[config.mk]
export PLATFORM = sky130hd
export DESIGN_NAME = pgwr_commit
export DESIGN_NICKNAME = d
export VERILOG_FILES = /design/src/rtl/pgwr_pkg.sv /design/src/rtl/pgwr_fill.sv /design/src/rtl/pgwr_walk.sv /design/src/rtl/pgwr_timer.sv /design/src/rtl/pgwr_commit.sv
export SDC_FILE = /design/constraint.sdc
export NUM_CORES = 1
export LEC_CHECK = 0
export BUFFER_PORTS_ARGS = -buffer_cell sky130_fd_sc_hd__buf_2
export CAP_MARGIN = 20
export CORE_ASPECT_RATIO = 0.8
export CORE_UTILIZATION = 49
export DETAILED_ROUTE_END_ITERATION = 7
export GPL_ROUTABILITY_DRIVEN = 0
export PLACE_DENSITY = 0.76
export SLEW_MARGIN = 5
export SYNTH_ARGS = -nofsm -noshare
export SYNTH_HDL_FRONTEND = slang
export SYNTH_SLANG_ARGS = --single-unit
[constraint.sdc]
create_clock -name clk -period 5.6 [get_ports clk]
set_input_delay 1.4 -clock clk [delete_from_list [all_inputs] [get_ports clk]]
set_output_delay 1.4 -clock clk [all_outputs]
set_load 0.005 [all_outputs]
[src/rtl/pgwr_pkg.sv]
package pgwr_pkg;
  localparam int unsigned PG_ADDR_W   = 11;
  localparam int unsigned PG_DATA_W   = 8;
  localparam int unsigned PG_OFS_W    = 4;
  localparam int unsigned PG_WR_TICKS = 40;

  typedef enum logic [1:0] {
    EV_NONE  = 2'd0,
    EV_DROP  = 2'd1,
    EV_GO    = 2'd2
  } stop_verdict_e;
endpackage

[src/rtl/pgwr_fill.sv]
module pgwr_fill #(
  parameter int unsigned DATA_W = 8,
  parameter int unsigned OFS_W  = 4,
  localparam int unsigned SLOTS = 1 << OFS_W
) (
  input  logic              clk,
  input  logic              rst_n,
  input  logic              open_i,
  input  logic [OFS_W-1:0]  open_ofs_i,
  input  logic              load_i,
  input  logic [DATA_W-1:0] load_data_i,
  input  logic              clear_i,
  input  logic [OFS_W-1:0]  rd_idx_i,
  output logic [DATA_W-1:0] rd_data_o,
  output logic              rd_hit_o,
  output logic              any_o
);
  function automatic logic [OFS_W-1:0] ofs_step(input logic [OFS_W-1:0] o);
    return o + 1'b1;
  endfunction

  logic [OFS_W-1:0]  ptr_q;
  logic [DATA_W-1:0] slot_q [SLOTS];
  logic [SLOTS-1:0]  mask_q;
  logic [SLOTS-1:0]  hit_sel;

  for (genvar g = 0; g < SLOTS; g++) begin : g_sel
    assign hit_sel[g] = load_i && (ptr_q == OFS_W'(g));
  end

  always_ff @(posedge clk) begin
    if (!rst_n) begin
      ptr_q <= '0;
    end else if (open_i) begin
      ptr_q <= open_ofs_i;
    end else if (load_i) begin
      ptr_q <= ofs_step(ptr_q);
    end
  end

  always_ff @(posedge clk) begin
    if (!rst_n) begin
      mask_q <= '0;
    end else if (open_i || clear_i) begin
      mask_q <= '0;
    end else begin
      mask_q <= mask_q | hit_sel;
    end
  end

  always_ff @(posedge clk) begin
    if (!rst_n) begin
      for (int i = 0; i < SLOTS; i++) slot_q[i] <= '0;
    end else begin
      for (int i = 0; i < SLOTS; i++) begin
        if (hit_sel[i]) slot_q[i] <= load_data_i;
      end
    end
  end

  assign rd_data_o = slot_q[rd_idx_i];
  assign rd_hit_o  = mask_q[rd_idx_i];
  assign any_o     = |mask_q;
endmodule

[src/rtl/pgwr_walk.sv]
module pgwr_walk #(
  parameter int unsigned OFS_W = 4
) (
  input  logic             clk,
  input  logic             rst_n,
  input  logic             go_i,
  output logic             on_o,
  output logic [OFS_W-1:0] idx_o,
  output logic             last_o
);
  logic             on_q;
  logic [OFS_W-1:0] idx_q;

  always_ff @(posedge clk) begin
    if (!rst_n) begin
      on_q  <= 1'b0;
      idx_q <= '0;
    end else if (go_i) begin
      on_q  <= 1'b1;
      idx_q <= '0;
    end else if (on_q) begin
      idx_q <= idx_q + 1'b1;
      if (idx_q == '1) on_q <= 1'b0;
    end
  end

  assign on_o   = on_q;
  assign idx_o  = idx_q;
  assign last_o = on_q && (idx_q == '1);
endmodule

[src/rtl/pgwr_timer.sv]
module pgwr_timer #(
  parameter int unsigned CYCLES = 40,
  localparam int unsigned CNT_W = $clog2(CYCLES + 1)
) (
  input  logic clk,
  input  logic rst_n,
  input  logic go_i,
  output logic busy_o
);
  logic [CNT_W-1:0] cnt_q;

  always_ff @(posedge clk) begin
    if (!rst_n) begin
      cnt_q <= '0;
    end else if (go_i) begin
      cnt_q <= CNT_W'(CYCLES);
    end else if (cnt_q != '0) begin
      cnt_q <= cnt_q - 1'b1;
    end
  end

  assign busy_o = (cnt_q != '0);
endmodule

[src/rtl/pgwr_commit.sv]
module pgwr_commit
  import pgwr_pkg::*;
#(
  parameter int unsigned ADDR_W       = PG_ADDR_W,
  parameter int unsigned DATA_W       = PG_DATA_W,
  parameter int unsigned OFS_W        = PG_OFS_W,
  parameter int unsigned WRITE_CYCLES = PG_WR_TICKS
) (
  input  logic              clk,
  input  logic              rst_n,
  input  logic              wr_begin,
  input  logic [ADDR_W-1:0] wr_addr,
  input  logic              byte_vld,
  input  logic [DATA_W-1:0] byte_data,
  input  logic              stop_evt,
  input  logic              abort_evt,
  input  logic              wp_in,
  output logic              ram_we,
  output logic [ADDR_W-1:0] ram_addr,
  output logic [DATA_W-1:0] ram_wdata,
  output logic              busy
);
  localparam int unsigned SLOTS  = 1 << OFS_W;
  localparam int unsigned PAGE_W = ADDR_W - OFS_W;
  localparam int unsigned HOLD   = (WRITE_CYCLES < SLOTS) ? SLOTS : WRITE_CYCLES;

  function automatic logic [ADDR_W-1:0] join_addr(input logic [PAGE_W-1:0] pg,
                                                  input logic [OFS_W-1:0] of);
    return {pg, of};
  endfunction

  logic              loading_q;
  logic [PAGE_W-1:0] page_q;

  // named internal events
  logic          ev_abort, ev_open, ev_stop, ev_load;
  logic          buf_any, walk_on, walk_last, slot_hit;
  logic [OFS_W-1:0]  walk_idx;
  logic [DATA_W-1:0] slot_data;
  stop_verdict_e verdict;
  logic          commit_go, drop_buf;

  assign ev_abort = abort_evt && !busy;
  assign ev_open  = wr_begin && !busy && !abort_evt;
  assign ev_stop  = stop_evt && !busy && loading_q && !abort_evt && !wr_begin;
  assign ev_load  = byte_vld && !busy && loading_q && !abort_evt && !wr_begin && !stop_evt;

  always_comb begin
    verdict = EV_NONE;
    if (ev_stop) verdict = (buf_any && !wp_in) ? EV_GO : EV_DROP;
  end

  assign commit_go = (verdict == EV_GO);
  assign drop_buf  = ev_abort || (verdict == EV_DROP);

  always_ff @(posedge clk) begin
    if (!rst_n) begin
      loading_q <= 1'b0;
      page_q    <= '0;
    end else if (ev_abort || ev_stop) begin
      loading_q <= 1'b0;
    end else if (ev_open) begin
      loading_q <= 1'b1;
      page_q    <= wr_addr[ADDR_W-1:OFS_W];
    end
  end

  pgwr_fill #(.DATA_W(DATA_W), .OFS_W(OFS_W)) u_fill (
    .clk        (clk),
    .rst_n      (rst_n),
    .open_i     (ev_open),
    .open_ofs_i (wr_addr[OFS_W-1:0]),
    .load_i     (ev_load),
    .load_data_i(byte_data),
    .clear_i    (drop_buf || walk_last),
    .rd_idx_i   (walk_idx),
    .rd_data_o  (slot_data),
    .rd_hit_o   (slot_hit),
    .any_o      (buf_any)
  );

  pgwr_walk #(.OFS_W(OFS_W)) u_walk (
    .clk   (clk),
    .rst_n (rst_n),
    .go_i  (commit_go),
    .on_o  (walk_on),
    .idx_o (walk_idx),
    .last_o(walk_last)
  );

  pgwr_timer #(.CYCLES(HOLD)) u_timer (
    .clk   (clk),
    .rst_n (rst_n),
    .go_i  (commit_go),
    .busy_o(busy)
  );

  assign ram_we    = walk_on && slot_hit;
  assign ram_addr  = join_addr(page_q, walk_idx);
  assign ram_wdata = slot_data;
endmodule

==> parameters.txt, run 1 <==
Parameter                              Value

Pwr
  Pwr/cell area ... approximately 350 nW/µm²
  Max IR drop VDD ... approximately 240 µV
  Total leakage power ... slightly below 3 nW

Detailed routing
  Count of vias placed by the detailed router ... between 4,000 and 5,000
  Total wirelength of the detailed-routed design ... ~17,000 µm
  DR pass1 iterations ... 5
  Count of antenna-violating nets left after detailed routing ... 0
  DR iter-0 viols ... ~520
  # DRC ... 0
  Routed len/inst ... roughly 21 µm
  Mean number of vias per cell ... 6.00

Synth
  Average size of a mapped cell ... 13.1 µm²
  Combinational family with the most area after synthesis ... simple AND/OR/NAND/NOR gates
  Adder-cell share of the synthesized area ... about 1.2%
  Cell area after synthesis ... between 7000 and 8000 µm²
  Compound-Gate Fraction of Synth Area ... under 10%
  Share of cell area taken by muxes after synthesis ... 10.8%
  Gate Count Post-Synth ... approximately 570
  Post-synth cell types ... between 50 and 60
  Number of flops mapped to enable cells by yosys ... roughly 130
  Syn Nets ... 600
  Number of warnings reported in the yosys synthesis log ... 0
  Most frequently used flop master after synthesis ... edfxtp_1
  Flop and latch count out of synthesis ... 171
  Sequential element share of the synthesized area ... between 60% and 70%
  Xor/xnor share of the synthesized area ... less than 1%
  Fraction of registers with async set/reset ... 0%
  Share of synthesized cell area in and, or, nand and nor gates ... ~14%

Worst setup path
  Setup slack on the worst flop-to-flop path ... 2600 ps
  Launching element type of the critical path ... flip-flop
  Endpoint of the worst-slack reg-to-reg timing path ... u_fill.slot_q[2][3]
  Maximum fanout along the worst path ... 24
  Type of the worst setup path ... flip-flop to output port
  Data arrival at the endpoint of the critical path ... ~2700 ps
  Launching point of the worst reg2reg path ... u_timer.cnt_q[0]
  Endpoint type of the worst setup path ... output port
  Data required time of the critical path ... about 4200 ps
  Number of cells on the worst reg-to-reg path ... 6
  Capture point of the critical path ... ram_wdata[2]

Clocking
  CTS clk-pin slew, worst paths ... ~60 ps
  Cts hold-fix bufs ... 0
  Number of buffers inserted during clock tree synthesis ... 17
  Clk root buf ... clkbuf_16
  CTS sink count ... 171
  Maximum clock path buffer count ... 2
  Clock latency at the later pin of the worst-skew pair ... around 420 ps
  Quantity of gates resized following cts ... 0
  TritonCTS clock tree ... yes
  H-Tree Level Count ... 4
  Number of buffers added for setup after CTS ... 0

Final layout
  Count of non-filler cells in the finished layout ... 800
  Count of inserted antenna diode cells ... 0
  Area growth, synth to finish ... 12.3%
  Fraction of final layout cells sized beyond drive strength 1 ... between 20% and 30%
  Number of nets at the end of the flow ... 636

Timing
  Setup violation total in the final timing report ... 0
  Post-route setup TNS ... 0 ps
  Clock skew ... 5.39 ps
  Number of max-slew violations in the final report ... 0
  Max Freq ... 244 MHz
  Relative max-transition margin ... between 30% and 40%
  Number of hold violations in the final report ... 0
  Clock period minus worst slack ... about 4000 ps
  Crit share post-route ... between 70 and 80%
  Post-route setup slack ... ~1500 ps
  Slew at the pin closest to its max-slew limit ... 1030 ps
  Setup repair after global routing missed its margin ... no

Global route
  GRT Residual Overflow ... 0
  Routing usage on met2 ... a little over a third
  Initial antenna violation count ... 0
  Number of global-route vias before repair ... around 4,700
  Layer carrying the most global-route usage ... met2
  Global routing met3 resource utilization ... about 7.3%
  Global-route wire length before repair ... 26,600 µm
  Total routing resource utilization after global routing ... around 23%
  Maximum number of pins on one net before global-route repair ... between 40 and 50
  Met1 demand-to-capacity share in global routing ... a little under a third

Floorplan
  Y dimension of the die ... about 110 µm
  Die boundary width ... 140 µm
  Starting utilization of the core area ... around 51%
  Number of I/O pins ... 47
  Die area ... roughly 16,000 µm²
  Number of rows in the core area ... 39
  Std-Cell Core Area ... ~15,000 µm²

Place
  Dpl cells ... 768
  Number of input and output port buffers inserted ... between 40 and 50
  Pre-CTS setup slack ... 1770 ps
  DPL Wire Length ... 11,900 µm

Hold path
  Path class of the lowest-slack min-delay path ... flip-flop to flip-flop

Job
  Number of max-capacitance violations reported ... 0

Status
  Status ... finished, final reports clean
cells in the mapped netlist, types with 5 or more instances:
master    number  area share, %
o21ai_0       12           0.81
or3_1          6           0.50
nor4_1         5           0.42
clkbuf_1      25            1.3
mux4_2        34             10
nor2b_1        6           0.50
a21boi_0      20            2.0
inv_1         27            1.4
nor2_1        97            4.9
edfxtp_1     128             52
nor3_1         6           0.40
ha_1           7            1.2
o21a_1         5           0.50
dfxtp_1       43             12
a22oi_1       16            1.6
buf_2          6           0.40
nand3_1       11           0.74
nand2_1       48            2.4
report_power, final:
part	total, mW	leakage [nW]	switching [mW]	internal (mW)
clock	1.09	0.263	0.474	0.621
combinational	0.356	1.07	0.215	0.142
sequential	1.51	1.64	0.0664	1.44
total	2.96	2.97	0.755	2.21
routing by layer:
metal	part of all wire [%]	routed length, µm
met1	42	7000
met2	46	7830
met3	10	1760
met4	1.6	272
met5	0	0
worst max-delay path: stages, from the launching register on:
cell and delay [ps]:
dfxtp_2 880, buf_4 350, mux4_2 520, a22oi_1 270, nand2_1 100, buf_2 140
worst min-delay path by stage:
stage | start | endpoint | slack, ps | cells past startpoint
after global routing | page_q[3] | page_q[3] | 500 | 2
after detailed placement | page_q[4] | page_q[4] | 460 | 2
after global placement | page_q[5] | page_q[5] | 450 | 2
final | page_q[4] | page_q[4] | 460 | 2
after CTS | page_q[4] | page_q[4] | 470 | 2
after floorplan | u_fill.mask_q[0] | u_fill.mask_q[0] | 430 | 2
per-stage QoR:
step	cell area, µm²	util (%)	hold WS [ps]	power, mW
after global routing	8350	57.4	505	3.06
after global placement	7780	53.5	452	1.86
after CTS	8350	57.4	466	2.97
final	8350	57.4	464	2.96
after floorplan	7440	-	434	1.78
after detailed placement	7810	53.7	458	1.89
cell usage in the layout (no fill, tap or decap), types with 5 or more instances in the layout:
cell type / synthesis / layout
nor2b_1: 6 / 6
nand2_1: 48 / 48
ha_1: 7 / 7
a22oi_1: 16 / 16
buf_4: 0 / 6
nor3_1: 6 / 6
nor4_1: 5 / 5
mux4_2: 34 / 34
clkinv_2: 0 / 5
dfxtp_1: 43 / 41
o21ai_0: 12 / 9
edfxtp_1: 128 / 128
clkbuf_16: 0 / 17
o21a_1: 5 / 5
nor2_1: 97 / 97
nand3_1: 11 / 11
a21boi_0: 20 / 20
buf_2: 6 / 46
or3_1: 6 / 6
inv_1: 27 / 27
logic make-up after synthesis:
family                     Yosys count
AOI/OAI and AO/OA                   75
adders and majority gates            7
muxes                               38
DFF                                171
buffers and inverters               62
xor gates and xnor gates             6
and+or+nand+nor                    208
registers in the layout (all words and copies together) (netlist names), named ones only:
name	count
u_fill.slot_q	128
u_walk.on_o	1
page_q	7
u_walk.idx_o	4
u_fill.ptr_q	4
loading_q	1
u_fill.mask_q	16
u_timer.cnt_q	6
cell type report:
type,count,area [µm²]
clock buffer,21,450
fill,1153,6190
tap,184,230
timing repair buffer,52,275
sequential,171,4710
clock inverter,11,95.1
multi-input combinational,334,2490
inverter,27,101
(Power assumes the default switching activity.)
==> run 2, diff against run 1 <==
Settings changed: ABC_AREA set to 1, PLACE_DENSITY 0.76 to 0.78.
Clock period 5.6 ns to 3.6 ns, I/O delays scaled along.
==> run 2 against run 1 <==
  * Combinational power increased by 40%
  * Sequential share of layout area decreased by 3.0 points
  * Register-to-register slack got worse by 1200 ps
  * Hold slack improved by 14 ps
  * Clock skew increased by 5.9 ps
  * Synthesized cell count increased by 51%
  * First-iteration DRC count increased by 19%
  * Critical path type unchanged
==> parameters.txt, run 2 <==
Parameter                              Value

Synth
  Area share of the largest cell type after synthesis ... 48.8% (was 51.7%)
  Dominant cell by count in the synthesized netlist ... nor2_1 (was edfxtp_1)
  Fraction of registers with async set/reset ... 0% (unchanged)
  Gate Count Post-Synth ... 859 (was 567)
  Syn Nets ... 892 (was 600)
  Sequential element share of the synthesized area ... 59.7% (was 63.2%)
  Flop and latch count out of synthesis ... 171 (unchanged)
  Number of flops mapped to enable cells by yosys ... 128 (unchanged)
  Largest area contributor in the netlist ... edfxtp_1 (unchanged)
  Cell area after synthesis ... 7880 µm² (was 7440 µm²)
  Most frequently used flop master after synthesis ... edfxtp_1 (unchanged)
  Number of warnings reported in the yosys synthesis log ... 0 (unchanged)
  Synth top area cells ... edfxtp_1, dfxtp_1, nor2_1, inv_1, nand2_1 (was edfxtp_1, dfxtp_1, mux4_2, nor2_1, nand2_1)
  Average size of a mapped cell ... 9.17 µm² (was 13.1 µm²)
  Post-synth cell types ... 27 (was 53)
  Most instantiated cells after synthesis ... nor2_1, inv_1, nand2_1 (was edfxtp_1, nor2_1, nand2_1)

Pwr
  Max IR drop VDD ... 346 µV (was 240 µV)
  Total leakage power ... 3.54 nW (was 2.97 nW)
  Final Total Pwr ... 4.68 mW (was 2.96 mW)
  Psw ... 1.22 mW (was 0.755 mW)
  Pwr/cell area ... 529 nW/µm² (was 354 nW/µm²)
  Proportion of power drawn by flip-flops and latches ... 49.3% (was 51.0%)
  Comb power frac ... 10.6% (was 12.0%)
  Power Internal ... 3.45 mW (was 2.21 mW)
  Clock power frac ... 40.1% (was 37.0%)
  Sw frac ... 26.1% (was 25.5%)

Clocking
  Quantity of gates resized following cts ... 0 (unchanged)
  H-Tree Level Count ... 4 (unchanged)
  TritonCTS clock tree ... yes (unchanged)
  Number of buffers added for setup after CTS ... 0 (unchanged)
  Clk root buf ... clkbuf_16 (unchanged)
  Cts hold-fix bufs ... 0 (unchanged)
  Clock latency at the later pin of the worst-skew pair ... 440 ps (was 420 ps)
  Maximum clock path buffer count ... 2 (unchanged)
  Number of buffers inserted during clock tree synthesis ... 17 (unchanged)
  CTS sink count ... 171 (unchanged)
  CTS clk-pin slew, worst paths ... 70 ps (was 60 ps)

Global route
  GRT Residual Overflow ... 0 (unchanged)
  Initial antenna violation count ... 0 (unchanged)
  Number of global-route vias before repair ... 5,451 (was 4,744)
  Maximum number of pins on one net before global-route repair ... 129 (was 43)
  Global-route wire length before repair ... 28,300 µm (was 26,600 µm)
  Total routing resource utilization after global routing ... 23.5% (was 23.0%)

Timing
  Relative max-transition margin ... 43.9% (was 31.3%)
  Setup violation total in the final timing report ... 0 (unchanged)
  Crit share post-route ... between 80% and 90%
  Setup repair after global routing missed its margin ... no (unchanged)
  Slew at the pin closest to its max-slew limit ... 842 ps (was 1030 ps)
  Number of max-slew violations in the final report ... 0 (unchanged)
  Post-route setup TNS ... 0 ps (unchanged)
  Clock skew ... 11.3 ps (was 5.39 ps)
  Max Freq ... between 300 and 400 MHz
  Clock period minus worst slack ... roughly 3100 ps
  Number of hold violations in the final report ... 0 (unchanged)

Worst setup path
  Data required time of the critical path ... 2700 ps (was 4200 ps)
  Maximum fanout along the worst path ... 43 (was 24)
  Type of the worst setup path ... flip-flop to output port (unchanged)
  Setup slack on the worst flop-to-flop path ... 1370 ps (was 2600 ps)
  Launching point of the worst reg2reg path ... u_timer.cnt_q[0] (unchanged)
  Data arrival at the endpoint of the critical path ... 2240 ps (was 2700 ps)
  Launching element type of the critical path ... flip-flop (unchanged)
  Endpoint type of the worst setup path ... output port (unchanged)

Detailed routing
  DR iter-0 viols ... 619 (was 522)
  DR pass1 iterations ... 5 (unchanged)
  Total wirelength of the detailed-routed design ... 17,900 µm (was 16,900 µm)
  Count of vias placed by the detailed router ... 5,846 (was 4,802)
  Mean number of vias per cell ... 5.27 (was 6.00)
  Routed len/inst ... 16.1 µm (was 21.1 µm)
  # DRC ... 0 (unchanged)
  Count of antenna-violating nets left after detailed routing ... 0 (unchanged)

Final layout
  Fraction of final layout cells sized beyond drive strength 1 ... 11.5% (was 21.3%)
  Number of flip-flops under the largest register name ... 128 (unchanged)
  Register with the most flip-flops ... u_fill.slot_q (unchanged)
  Area growth, synth to finish ... 12.2% (was 12.3%)
  Seq. cell area ... 4710 µm² (about the same)
  Count of non-filler cells in the finished layout ... 1,110 (was 800)
  Most frequent standard cell in the layout excluding fill and tap cells ... nor2_1 (was edfxtp_1)
  Multi-input gate area ... 2480 µm² (was 2490 µm²)
  Fill cell total of the finished layout ... 1,367 (was 1,153)
  Commonest non-fill, non-tap cells in the layout ... nor2_1, inv_1, nand2_1, edfxtp_1, nand3_1 (was edfxtp_1, nor2_1, nand2_1, buf_2, dfxtp_1)
  Biggest regs ... u_fill.slot_q x128, u_fill.mask_q x16, page_q x7 (unchanged)
  Number of nets at the end of the flow ... 916 (was 636)
  Count of inserted antenna diode cells ... 0 (unchanged)

Hold path
  Path class of the lowest-slack min-delay path ... flip-flop to flip-flop (unchanged)
  Min-Delay Startpoint ... page_q[1] (was page_q[4])

Floorplan
  Starting utilization of the core area ... 50.0% (was 51.2%)
  Die boundary width ... 144 µm (was 140 µm)
  Y dimension of the die ... 115 µm (was 112 µm)
  Number of rows in the core area ... 41 (was 39)
  Std-Cell Core Area ... 15,700 µm² (was 14,500 µm²)
  Die area ... 16,600 µm² (was 15,700 µm²)
  Number of I/O pins ... 47 (unchanged)

Status
  Status ... finished, final reports clean (unchanged)

Place
  DPL Wire Length ... 11,800 µm (was 11,900 µm)
  Number of input and output port buffers inserted ... 46 (unchanged)
  Dpl cells ... 1,079 (was 768)

Job
  Number of max-capacitance violations reported ... 0 (unchanged)
[run 2: cell types whose count changed after synthesis, moves of 32 or more]
cell,previous run,this run
nand2_1,48,131
nand3_1,11,77
o21ai_0,12,44
inv_1,27,132
nor2_1,97,149
mux4_2,34,0
a21oi_1,3,38
[run 2: power by group through the flow]
stage          combinational [mW]  clock, mW  sequential (mW)
4_1_cts                     0.497       1.89             2.30
6_report                    0.498       1.87             2.30
2_1_floorplan               0.370          0             2.33
5_1_grt                     0.560       1.98             2.32
3_3_place_gp                0.478          0             2.34
3_5_place_dp                0.494          0             2.35
[run 2: through the flow]
stage	hold WS (ps)	cell area [µm²]	util, %	setup slack [ps]
floorplan	471	7880	-	1370
global placement	461	8230	52.3	939
detailed placement	467	8230	52.3	936
CTS	483	8830	56.1	460
global route	510	8830	56.1	277
finish	477	8830	56.1	464
[run 2: kinds of logic after synthesis]
family / Yosys count / synth area share [%]
AOI/OAI and AO/OA: 117 / 8.48
buffers and inverters: 177 / 8.75
and+or+nand+nor: 380 / 21.2
xor gates and xnor gates: 7 / 0.778
DFF: 171 / 59.7
adders and majority gates: 7 / 1.11
[run 2: final timing paths]
check | cells past startpoint | to
setup reg to reg | 6 | u_fill.slot_q[15][6]
setup / recovery | 7 | ram_wdata[0]
hold / removal | 2 | page_q[1]
hold reg to reg | 2 | page_q[1]
[run 2: worst max-delay path: stages (launching register included)]
cell,delay (ps)
dfxtp_2,880
buf_4,310
a21oi_1,60
o21ai_0,120
nand3_1,110
nand3_1,120
nand2_1,60
buf_2,120
[run 2: area by class of cell]
class	count	share of cell area, %
Clock buffer	17	4.82
Clock inverter	14	2.03
Inverter	132	5.61
Multi-Input combinational cell	511	28.1
Sequential cell	171	53.3
Tap cell	215	3.04
Timing Repair Buffer	50	3.09
[run 2: per-layer routing]
layer,vias to the layer above,wire (µm),global-route usage [%]
li1,2859,-,-
met4,0,340,7.94
met2,246,8120,36.1
met3,31,1460,6.71
met5,-,0,0
met1,2710,7960,32.1
